`src/rtl/tmr_pkg.sv`:
```
package tmr_pkg;
  localparam int unsigned SLOT_W = 3;

  typedef enum logic [SLOT_W-1:0] {
    SLOT_LOAD  = 3'd0,
    SLOT_COUNT = 3'd1,
    SLOT_CTRL  = 3'd2,
    SLOT_STAT  = 3'd3,
    SLOT_ALARM = 3'd4,
    SLOT_ALT5  = 3'd5,
    SLOT_ALT6  = 3'd6,
    SLOT_ALT7  = 3'd7
  } slot_e;

  typedef enum logic [1:0] {
    DIV_1   = 2'd0,
    DIV_16  = 2'd1,
    DIV_256 = 2'd2,
    DIV_RSV = 2'd3
  } div_e;

  // control word bit positions (software visible)
  localparam int unsigned CB_HOLD   = 0;
  localparam int unsigned CB_DIV    = 2;
  localparam int unsigned CB_RELOAD = 6;
  localparam int unsigned CB_RUN    = 7;
  localparam int unsigned CB_STAT   = 8;

  typedef struct packed {
    logic run;
    logic reload;
    div_e div;
    logic hold;
  } ctrl_t;
endpackage

```
`src/rtl/tmr_prescaler.sv`:
```
module tmr_prescaler
  import tmr_pkg::*;
#(
  parameter int unsigned STAGE_W = 4
) (
  input  logic clk,
  input  logic rst_n,
  input  logic enable,
  input  logic restart,
  input  div_e div,
  output logic tick
);
  localparam int unsigned PRE_W = 2 * STAGE_W;

  logic [PRE_W-1:0] pre_q;
  logic             end_short;
  logic             end_long;
  logic             sel;

  assign end_short = &pre_q[STAGE_W-1:0];
  assign end_long  = &pre_q;

  always_comb begin
    unique case (div)
      DIV_1:   sel = 1'b1;
      DIV_16:  sel = end_short;
      default: sel = end_long;
    endcase
  end

  assign tick = enable & sel;

  always_ff @(posedge clk) begin
    if (!rst_n) begin
      pre_q <= '0;
    end else if (restart || !enable) begin
      pre_q <= '0;
    end else begin
      pre_q <= pre_q + 1'b1;
    end
  end
endmodule

```
`src/rtl/tmr_count_core.sv`:
```
module tmr_count_core #(
  parameter int unsigned CNT_W = 32
) (
  input  logic             clk,
  input  logic             rst_n,
  input  logic             tick,
  input  logic             ld_we,
  input  logic [CNT_W-1:0] ld_val,
  input  logic             ctrl_we,
  input  logic             reload,
  input  logic             run,
  input  logic [CNT_W-1:0] alarm,
  output logic [CNT_W-1:0] cnt,
  output logic             halted,
  output logic             count_en,
  output logic             hit
);
  logic [CNT_W-1:0] cnt_q;
  logic [CNT_W-1:0] cnt_inc;
  logic             halt_q;

  assign cnt_inc  = cnt_q + 1'b1;
  assign count_en = run & ~halt_q;
  assign hit      = tick & ~ld_we & (cnt_inc == alarm);
  assign cnt      = cnt_q;
  assign halted   = halt_q;

  always_ff @(posedge clk) begin
    if (!rst_n) begin
      cnt_q <= '0;
    end else if (ld_we) begin
      cnt_q <= ld_val;
    end else if (tick) begin
      cnt_q <= cnt_inc;
    end
  end

  // park latch: zero start value in reload mode
  always_ff @(posedge clk) begin
    if (!rst_n) begin
      halt_q <= 1'b0;
    end else if (ld_we) begin
      halt_q <= reload & (ld_val == '0);
    end else if (ctrl_we) begin
      halt_q <= 1'b0;
    end
  end
endmodule

```
`src/rtl/tmr_regs.sv`:
```
module tmr_regs
  import tmr_pkg::*;
#(
  parameter int unsigned DATA_W = 32
) (
  input  logic              clk,
  input  logic              rst_n,
  input  logic              bus_valid,
  input  logic              bus_write,
  input  logic [SLOT_W-1:0] bus_word,
  input  logic [DATA_W-1:0] bus_wdata,
  input  logic              hit,
  input  logic [DATA_W-1:0] cnt,
  output logic              rd_valid,
  output logic [DATA_W-1:0] rd_data,
  output logic              ld_we,
  output logic              ctrl_we,
  output ctrl_t             ctrl,
  output logic [DATA_W-1:0] alarm,
  output logic              status
);
  slot_e             slot;
  logic              wr;
  logic              rd;
  logic              st_clr;
  logic [DATA_W-1:0] load_q;
  logic [DATA_W-1:0] alarm_q;
  ctrl_t             ctrl_q;
  logic              stat_q;
  logic [DATA_W-1:0] ctrl_word;
  logic [DATA_W-1:0] rd_mux;

  assign slot    = slot_e'(bus_word);
  assign wr      = bus_valid & bus_write;
  assign rd      = bus_valid & ~bus_write;
  assign ld_we   = wr & (slot == SLOT_LOAD);
  assign ctrl_we = wr & (slot == SLOT_CTRL);
  assign st_clr  = wr & (slot == SLOT_STAT) & (bus_wdata == '0);

  always_ff @(posedge clk) begin
    if (!rst_n) begin
      load_q  <= '0;
      alarm_q <= '0;
      ctrl_q  <= '0;
    end else if (wr) begin
      unique case (slot)
        SLOT_LOAD:  load_q  <= bus_wdata;
        SLOT_ALARM: alarm_q <= bus_wdata;
        SLOT_CTRL: begin
          ctrl_q.hold   <= bus_wdata[CB_HOLD];
          ctrl_q.div    <= div_e'(bus_wdata[CB_DIV+1:CB_DIV]);
          ctrl_q.reload <= bus_wdata[CB_RELOAD];
          ctrl_q.run    <= bus_wdata[CB_RUN];
        end
        default: ;
      endcase
    end
  end

  // status: set by a match, cleared by software in hold mode, else self-clearing
  always_ff @(posedge clk) begin
    if (!rst_n) begin
      stat_q <= 1'b0;
    end else if (hit) begin
      stat_q <= 1'b1;
    end else if (!ctrl_q.hold || st_clr) begin
      stat_q <= 1'b0;
    end
  end

  always_comb begin
    ctrl_word            = '0;
    ctrl_word[CB_HOLD]   = ctrl_q.hold;
    ctrl_word[CB_DIV+1:CB_DIV] = ctrl_q.div;
    ctrl_word[CB_RELOAD] = ctrl_q.reload;
    ctrl_word[CB_RUN]    = ctrl_q.run;
    ctrl_word[CB_STAT]   = stat_q;
  end

  always_comb begin
    unique case (slot)
      SLOT_COUNT: rd_mux = cnt;
      SLOT_CTRL:  rd_mux = ctrl_word;
      SLOT_ALARM: rd_mux = alarm_q;
      default:    rd_mux = load_q;
    endcase
  end

  always_ff @(posedge clk) begin
    if (!rst_n) begin
      rd_valid <= 1'b0;
      rd_data  <= '0;
    end else begin
      rd_valid <= rd;
      if (rd) begin
        rd_data <= rd_mux;
      end
    end
  end

  assign ctrl   = ctrl_q;
  assign alarm  = alarm_q;
  assign status = stat_q;
endmodule

```
`src/rtl/tmr_alarm_counter.sv`:
```
module tmr_alarm_counter
  import tmr_pkg::*;
#(
  parameter int unsigned CNT_W   = 32,
  parameter int unsigned STAGE_W = 4
) (
  input  logic              clk,
  input  logic              rst_n,
  input  logic              bus_valid,
  output logic              bus_ready,
  input  logic              bus_write,
  input  logic [SLOT_W-1:0] bus_word,
  input  logic [CNT_W-1:0]  bus_wdata,
  output logic              rd_valid,
  output logic [CNT_W-1:0]  rd_data,
  output logic              irq
);
  logic             ld_we;
  logic             ctrl_we;
  ctrl_t            ctrl;
  logic [CNT_W-1:0] alarm;
  logic [CNT_W-1:0] cnt_q;
  logic             halt_q;
  logic             count_en;
  logic             tick;
  logic             hit_w;
  logic             stat;
  logic             ctrl_hold;

  assign bus_ready = 1'b1;
  assign ctrl_hold = ctrl.hold;
  assign irq       = stat;

  tmr_regs #(.DATA_W(CNT_W)) u_regs (
    .clk       (clk),
    .rst_n     (rst_n),
    .bus_valid (bus_valid),
    .bus_write (bus_write),
    .bus_word  (bus_word),
    .bus_wdata (bus_wdata),
    .hit       (hit_w),
    .cnt       (cnt_q),
    .rd_valid  (rd_valid),
    .rd_data   (rd_data),
    .ld_we     (ld_we),
    .ctrl_we   (ctrl_we),
    .ctrl      (ctrl),
    .alarm     (alarm),
    .status    (stat)
  );

  tmr_prescaler #(.STAGE_W(STAGE_W)) u_pre (
    .clk     (clk),
    .rst_n   (rst_n),
    .enable  (count_en),
    .restart (ctrl_we),
    .div     (ctrl.div),
    .tick    (tick)
  );

  tmr_count_core #(.CNT_W(CNT_W)) u_core (
    .clk      (clk),
    .rst_n    (rst_n),
    .tick     (tick),
    .ld_we    (ld_we),
    .ld_val   (bus_wdata),
    .ctrl_we  (ctrl_we),
    .reload   (ctrl.reload),
    .run      (ctrl.run),
    .alarm    (alarm),
    .cnt      (cnt_q),
    .halted   (halt_q),
    .count_en (count_en),
    .hit      (hit_w)
  );
endmodule

```
`config.mk`:
```
export PLATFORM = sky130hd
export DESIGN_NAME = tmr_alarm_counter
export DESIGN_NICKNAME = d
export VERILOG_FILES = /design/src/rtl/tmr_pkg.sv /design/src/rtl/tmr_prescaler.sv /design/src/rtl/tmr_count_core.sv /design/src/rtl/tmr_regs.sv /design/src/rtl/tmr_alarm_counter.sv
export SDC_FILE = /design/constraint.sdc
export NUM_CORES = 1
export LEC_CHECK = 0
export CAP_MARGIN = 25
export CORE_UTILIZATION = 40
export CTS_CLUSTER_DIAMETER = 80
export DETAILED_ROUTE_END_ITERATION = 8
export DONT_BUFFER_PORTS = 1
export PLACE_DENSITY = 0.57
export SLEW_MARGIN = 20
export SYNTH_ARGS = -nofsm -noshare
export SYNTH_HDL_FRONTEND = slang
export SYNTH_SLANG_ARGS = --single-unit
export TNS_END_PERCENT = 10
```
`constraint.sdc`:
```
create_clock -name clk -period 3.5 [get_ports clk]
set_input_delay 0.175 -clock clk [delete_from_list [all_inputs] [get_ports clk]]
set_output_delay 0.175 -clock clk [all_outputs]
set_load 0.05 [all_outputs]
```
=== Word-level counts from Yosys, hierarchy flattened ===
Index checks and enable logic that the tools add are counted.

* Memories kept: 0
* Output and inout bits: 35
* Latch bits: 0
* Memory bits (writable): 0
* Memory bits (read-only): 0
* Input bits: 39
* Register bits: 144

* $lt $le $gt $ge: 0
* Mux-type cells: 8
* Multipliers: 0
* Shift operators: 0
* Bitwise gates (word level): 15
* Reduce and logical (&&, ||, !) cells: 16
* Add/sub/neg operators: 2
* Equal/unequal tests: 6
* Divide/modulo/power cells: 0

{| class="wikitable"
|+ Operators by type and width
! cell !! count
|-
| $pmux W32 S3 || 1
|-
| $mux W32 || 2
|-
| $add A32 B1 Y32 const B || 1
|-
| $eq A32 B32 Y1 || 1
|-
| $logic_not A32 Y1 || 1
|-
| $and A1 B1 Y1 || 11
|-
| $add A8 B1 Y8 const B || 1
|-
| $reduce_and A8 Y1 || 1
|-
| $eq A3 B2 Y1 const B || 2
|-
| $reduce_and A2 Y1 || 3
|-
| $reduce_bool A2 Y1 || 3
|-
| $mux W1 || 4
|-
| $not A1 Y1 || 4
|-
| $reduce_and A4 Y1 || 1
|-
| $eq A3 B1 Y1 const B || 1
|-
| $eq A3 B3 Y1 const B || 1
|-
| $logic_not A3 Y1 || 1
|-
| $eq A2 B1 Y1 const B || 1
|-
| $logic_not A1 Y1 || 2
|-
| $logic_not A2 Y1 || 1
|-
| $logic_or A1 B1 Y1 || 2
|-
| $pmux W1 S2 || 1
|-
| $reduce_or A2 Y1 || 1
|}

=== Longest topological paths before layout ===
* Word-level depth: 6
* Gate-level depth with buffers: 9
* Gate-level depth less buffers: 8

=== By module ===
Synthesis repeated with hierarchy kept, for this count alone.

* Cells, all modules: 968
* Area total of the unflattened synthesis: 8,247.9 um^2

{| class="wikitable"
|+ Modules (own cells, without submodules)
! module !! times used !! area an instance (um^2) !! sequential area each (um^2) !! cells each
|-
| tmr_regs || 1 || 4,916.0 || 2,062.0 || 554
|-
| tmr_count_core || 1 || 2,982.9 || 660.6 || 374
|-
| tmr_prescaler || 1 || 337.8 || 160.2 || 38
|-
| tmr_alarm_counter || 1 || 11.3 || 0.0 || 2
|}

=== Worst setup path before layout ===
No wires, ideal clock.

* Path type: register to register
* Start point: reg u_core.cnt_q[0], in the netlist u_core.cnt[0]
* End point: reg u_regs.stat_q, in the netlist u_regs.status
* Library setup time: 84 ps
* Buffers on the path: 0
* Period minus slack after synthesis: 2,515 ps
* Arrival time: 2,430 ps
* Stages on the path, launching flop included: 9
* Setup slack: 985 ps
* Data required time: 3,416 ps
* Path through: dfxtp_1 > ha_1 > nand3_2 > nor4_4 > nand3_1 > nor4_1 > nor3_1 > or4_1 > o31ai_2

* Word-level cells in the longest chain between the ends: 4
* Elaborated cells on any way between the ends: 5
* Those cells by class: add/sub: 1; eq/ne: 1; mux: 1; bitwise: 1; reduce/logical: 1

{| class="wikitable"
|+ RTL lines
! what !! RTL line !! RTL
|-
| from (decl) || tmr_count_core.sv:18 || <nowiki>logic [CNT_W-1:0] cnt_q;</nowiki>
|-
| from (signal assigned) || tmr_count_core.sv:32 || <nowiki>cnt_q <= ld_val;</nowiki>
|-
| from (signal assigned) || tmr_count_core.sv:34 || <nowiki>cnt_q <= cnt_inc;</nowiki>
|-
| $add A32 B1 Y32 (*) || tmr_count_core.sv:22 || <nowiki>assign cnt_inc = cnt_q + 1'b1;</nowiki>
|-
| $eq A32 B32 Y1 (*) || tmr_count_core.sv:24 || <nowiki>assign hit = tick & ~ld_we & (cnt_inc == alarm);</nowiki>
|-
| $and A1 B1 Y1 (*) || tmr_count_core.sv:24 ||
|-
| $mux W1 or $reduce_bool A2 Y1 (tied branches) || -- ||
|-
| to (signal assigned) || tmr_regs.sv:63 || <nowiki>stat_q <= 1'b0;</nowiki>
|-
| to (signal assigned) || tmr_regs.sv:65 || <nowiki>stat_q <= 1'b1;</nowiki>
|-
| to (signal assigned) || tmr_regs.sv:67 || <nowiki>stat_q <= 1'b0;</nowiki>
|-
| to (decl) || tmr_regs.sv:29 || <nowiki>logic stat_q;</nowiki>
|}

Mark *: on every way between the ends. The rest lies on a longest branch, timed or not.
A chain may end at the register's enable or synchronous reset.

=== Worst setup path in the final report ===
Ends and elaborated chain as after synthesis.

==> flow_summary.ini <==
[run_status]
outcome = finished, final reports clean

[drt]
via_count = 6479
drt-initial-drc-count = 532
routed_wl_microns = 21500
drc = 0
viasPerCell = 5.64
ant_nets = 0
wl_per_cell_microns = 18.8
drt-pass1-iter-count = 5

[sta]
drv_slew = 0
max_clock_freq_mhz = 350
setup_viol = 0
rsz0062_at_grt = no
tightestPinTransition_ps = 828
finalHoldViolations = 0
skew_ps = 8.81
max_slew_margin_pct = 44.7
period_needed_ps = 2860
min_period_over_period_pct = 81.7
tns_ps = 0

[power]
finalPower_w = 0.00400
internal_power_w = 0.00303
vdd_drop_max_mv = 0.371
power.leakage_nw = 2.74
swShare_pct = 24.3
pwr-share-seq_pct = 44.6
power_density_nw_per_um2 = 491
combPwrFrac_pct = 5.9
power.switching_w = 0.000972
clock_power_share_pct = 49.5

[cells_and_area]
fillers = 1749
multiInputGateArea_sq_um = 3890
final-seq-area_sq_um = 2880
diodes = 0
drive_gt1_share_pct = 6.72
nets = 952
final_util_pct = 47.1
area_growth_pct = 15.3

[worst_hold_path]
hold_class = in2reg

[yosys]
synth.most_common_cell = nand2_1
syn_avg_cell_area_sq_um = 7.66
synth-compound-area-share_pct = 18.8
synth_top_cell_by_area = dfxtp_1
ys_ff_latch = 144
synthSimpleGateAreaFrac_pct = 24.3
synth_top_family_by_area = simple AND/OR/NAND/NOR gates
synthMuxAreaShare_pct = 1.03
syn_area_sq_um = 7070
synth_edf_count = 0
synth_commonest_cells = nand2_1, dfxtp_1, a21oi_1, clkbuf_1, nor2_1
yosys.area_share.adder_pct = 0.354
ys_warn_count = 0
synth_cell_types = 52
synthFlopType = dfxtp_1
synth_top_area_share_pct = 40.8
syn_inst = 923
synth_top_cells_by_area = dfxtp_1, nand2_1, a21oi_1
synth_xor_area_share_pct = 10.0
async_flop_share_pct = 0
syn-num-nets = 964
ys_seq_area_share_pct = 40.8

[placed_design]
gp_congestion = 0.869
dp_hpwl_microns = 13800
portBuffers = 0

[flow_run]
maxCapViolCount = 0

[clock_tree]
clk_pin_slew_ps = 60
cts_buffers = 17
post-cts-setup-buffers = 0
cts-hold-fix-buffers = 34
clock-root-buffer = clkbuf_16
cts_tree = yes
post_cts_resized = 0
cts_sinks = 144
clockBufferDepth = 2
cts_max_level = 4
clkLatencyLatePin_ps = 440

[critical_path]
cp.arrival_ps = 3210
critPathLaunchType = register
critPathSlowestCell = nor4_4
cp_slowest_stage_delay_ps = 570
crit_chain = ha_1 -> nand3_2 -> nor4_4 -> nand3_1 -> nor4_1 -> nor3_1 -> or4_1 -> o31ai_2
critPathCaptureType = register
crit_fanout = 10
crit_required_ps = 3850
crit_type = reg2reg

[floorplan]
die_area_sq_um = 18200
ios = 74
die-width_microns = 135
start_util_pct = 40.9
die_h_microns = 135
coreArea_sq_um = 17300
num_rows = 48

[global_routing]
grt.total_usage_pct = 24.8
grt_max_degree = 73
grt_pass1_wl_microns = 34700
antenna_found_initial = 1
grt_pass1_vias = 6289
grt_overflow = 0
[critical path, delay by kind of cell, from the launching register on]
kind,cells,cell delay (ps)
flip-flops,1,460
adder cells (fa/ha/maj),1,310
AND/OR/NAND/NOR,6,1830
AO/OA/AOI/OAI,1,170
[power groups by stage]
stage / logic [W] / clock network [W] / registers [W]
floorplan: 0.000148 / 0 / 0.00181
global placement: 0.000187 / 0 / 0.00182
detailed placement: 0.000186 / 0 / 0.00182
CTS: 0.000236 / 0.00201 / 0.00178
global route: 0.000261 / 0.00208 / 0.00179
finish: 0.000236 / 0.00198 / 0.00178
[cell usage in the layout (no fill, tap or decap), drive strengths merged, types with 3 or more instances in the layout]
cell type,instances
nor2,56
nand4,22
or3,6
and4,4
nor4,15
a21oi,130
dlygate4sd3,33
nand2,212
a221oi,26
dfxtp,144
mux2i,5
a211oi,8
o21ai,46
nand3b,4
nand4b,3
bufinv,4
buf,13
nor3,16
and3,4
a22oi,6
inv,7
xnor2,49
xor2,32
nor2b,5
clkbuf,22
a31oi,3
nand3,16
[flip-flops by register name (all words and copies together) (netlist names)]
name             count
u_core.cnt          32
u_regs.alarm        32
u_regs.load_q       32
u_regs.rd_data      32
u_pre.pre_q          8
u_regs.ctrl          5
u_core.halted        1
u_regs.rd_valid      1
u_regs.status        1
[worst paths after layout]
check,startpoint,endpoint,slack [ps],depth (start not counted)
setup / recovery,u_core.cnt[0],u_regs.status,640,8
hold / removal,bus_word[2],u_regs.rd_data[6],20,3
setup reg to reg,u_core.cnt[0],u_regs.status,640,8
hold reg to reg,u_pre.pre_q[0],u_pre.pre_q[0],440,1
[cells by family after synthesis]
kind of cell,Yosys count
and+or+nand+nor,375
AOI/OAI and AO/OA,230
DFF,144
buffers and inverters,83
xor gates and xnor gates,81
muxes,7
adders and majority gates,2
other,1
[stage by stage]
stage          hold slack (ps)  setup slack (ps)  std cells  cell area, sq um
4_1_cts                   18.7               648       1148              8150
6_report                  22.0               641       1148              8150
5_1_grt                   56.8               423       1148              8150
2_1_floorplan              311               985        923              7070
3_5_place_dp               317               688       1083              7160
3_3_place_gp               313               739       1083              7160
[area by class of cell]
cell class	instances	area share, %
clock buffer	22	5.94
clock inverter	9	1.89
inverter	6	0.276
multi-input combinational	696	47.7
sequential	144	35.4
tap	225	3.45
timing repair buffer	46	5.40
[routing by layer]
layer	wire, microns	up-vias	GRT usage, %
met2	9680	174	38.0
met5	0	-	0
met3	1250	32	4.99
met1	10200	3094	34.2
li1	-	3179	-
met4	423	0	9.49
Power figures use the tool's default switching activity.
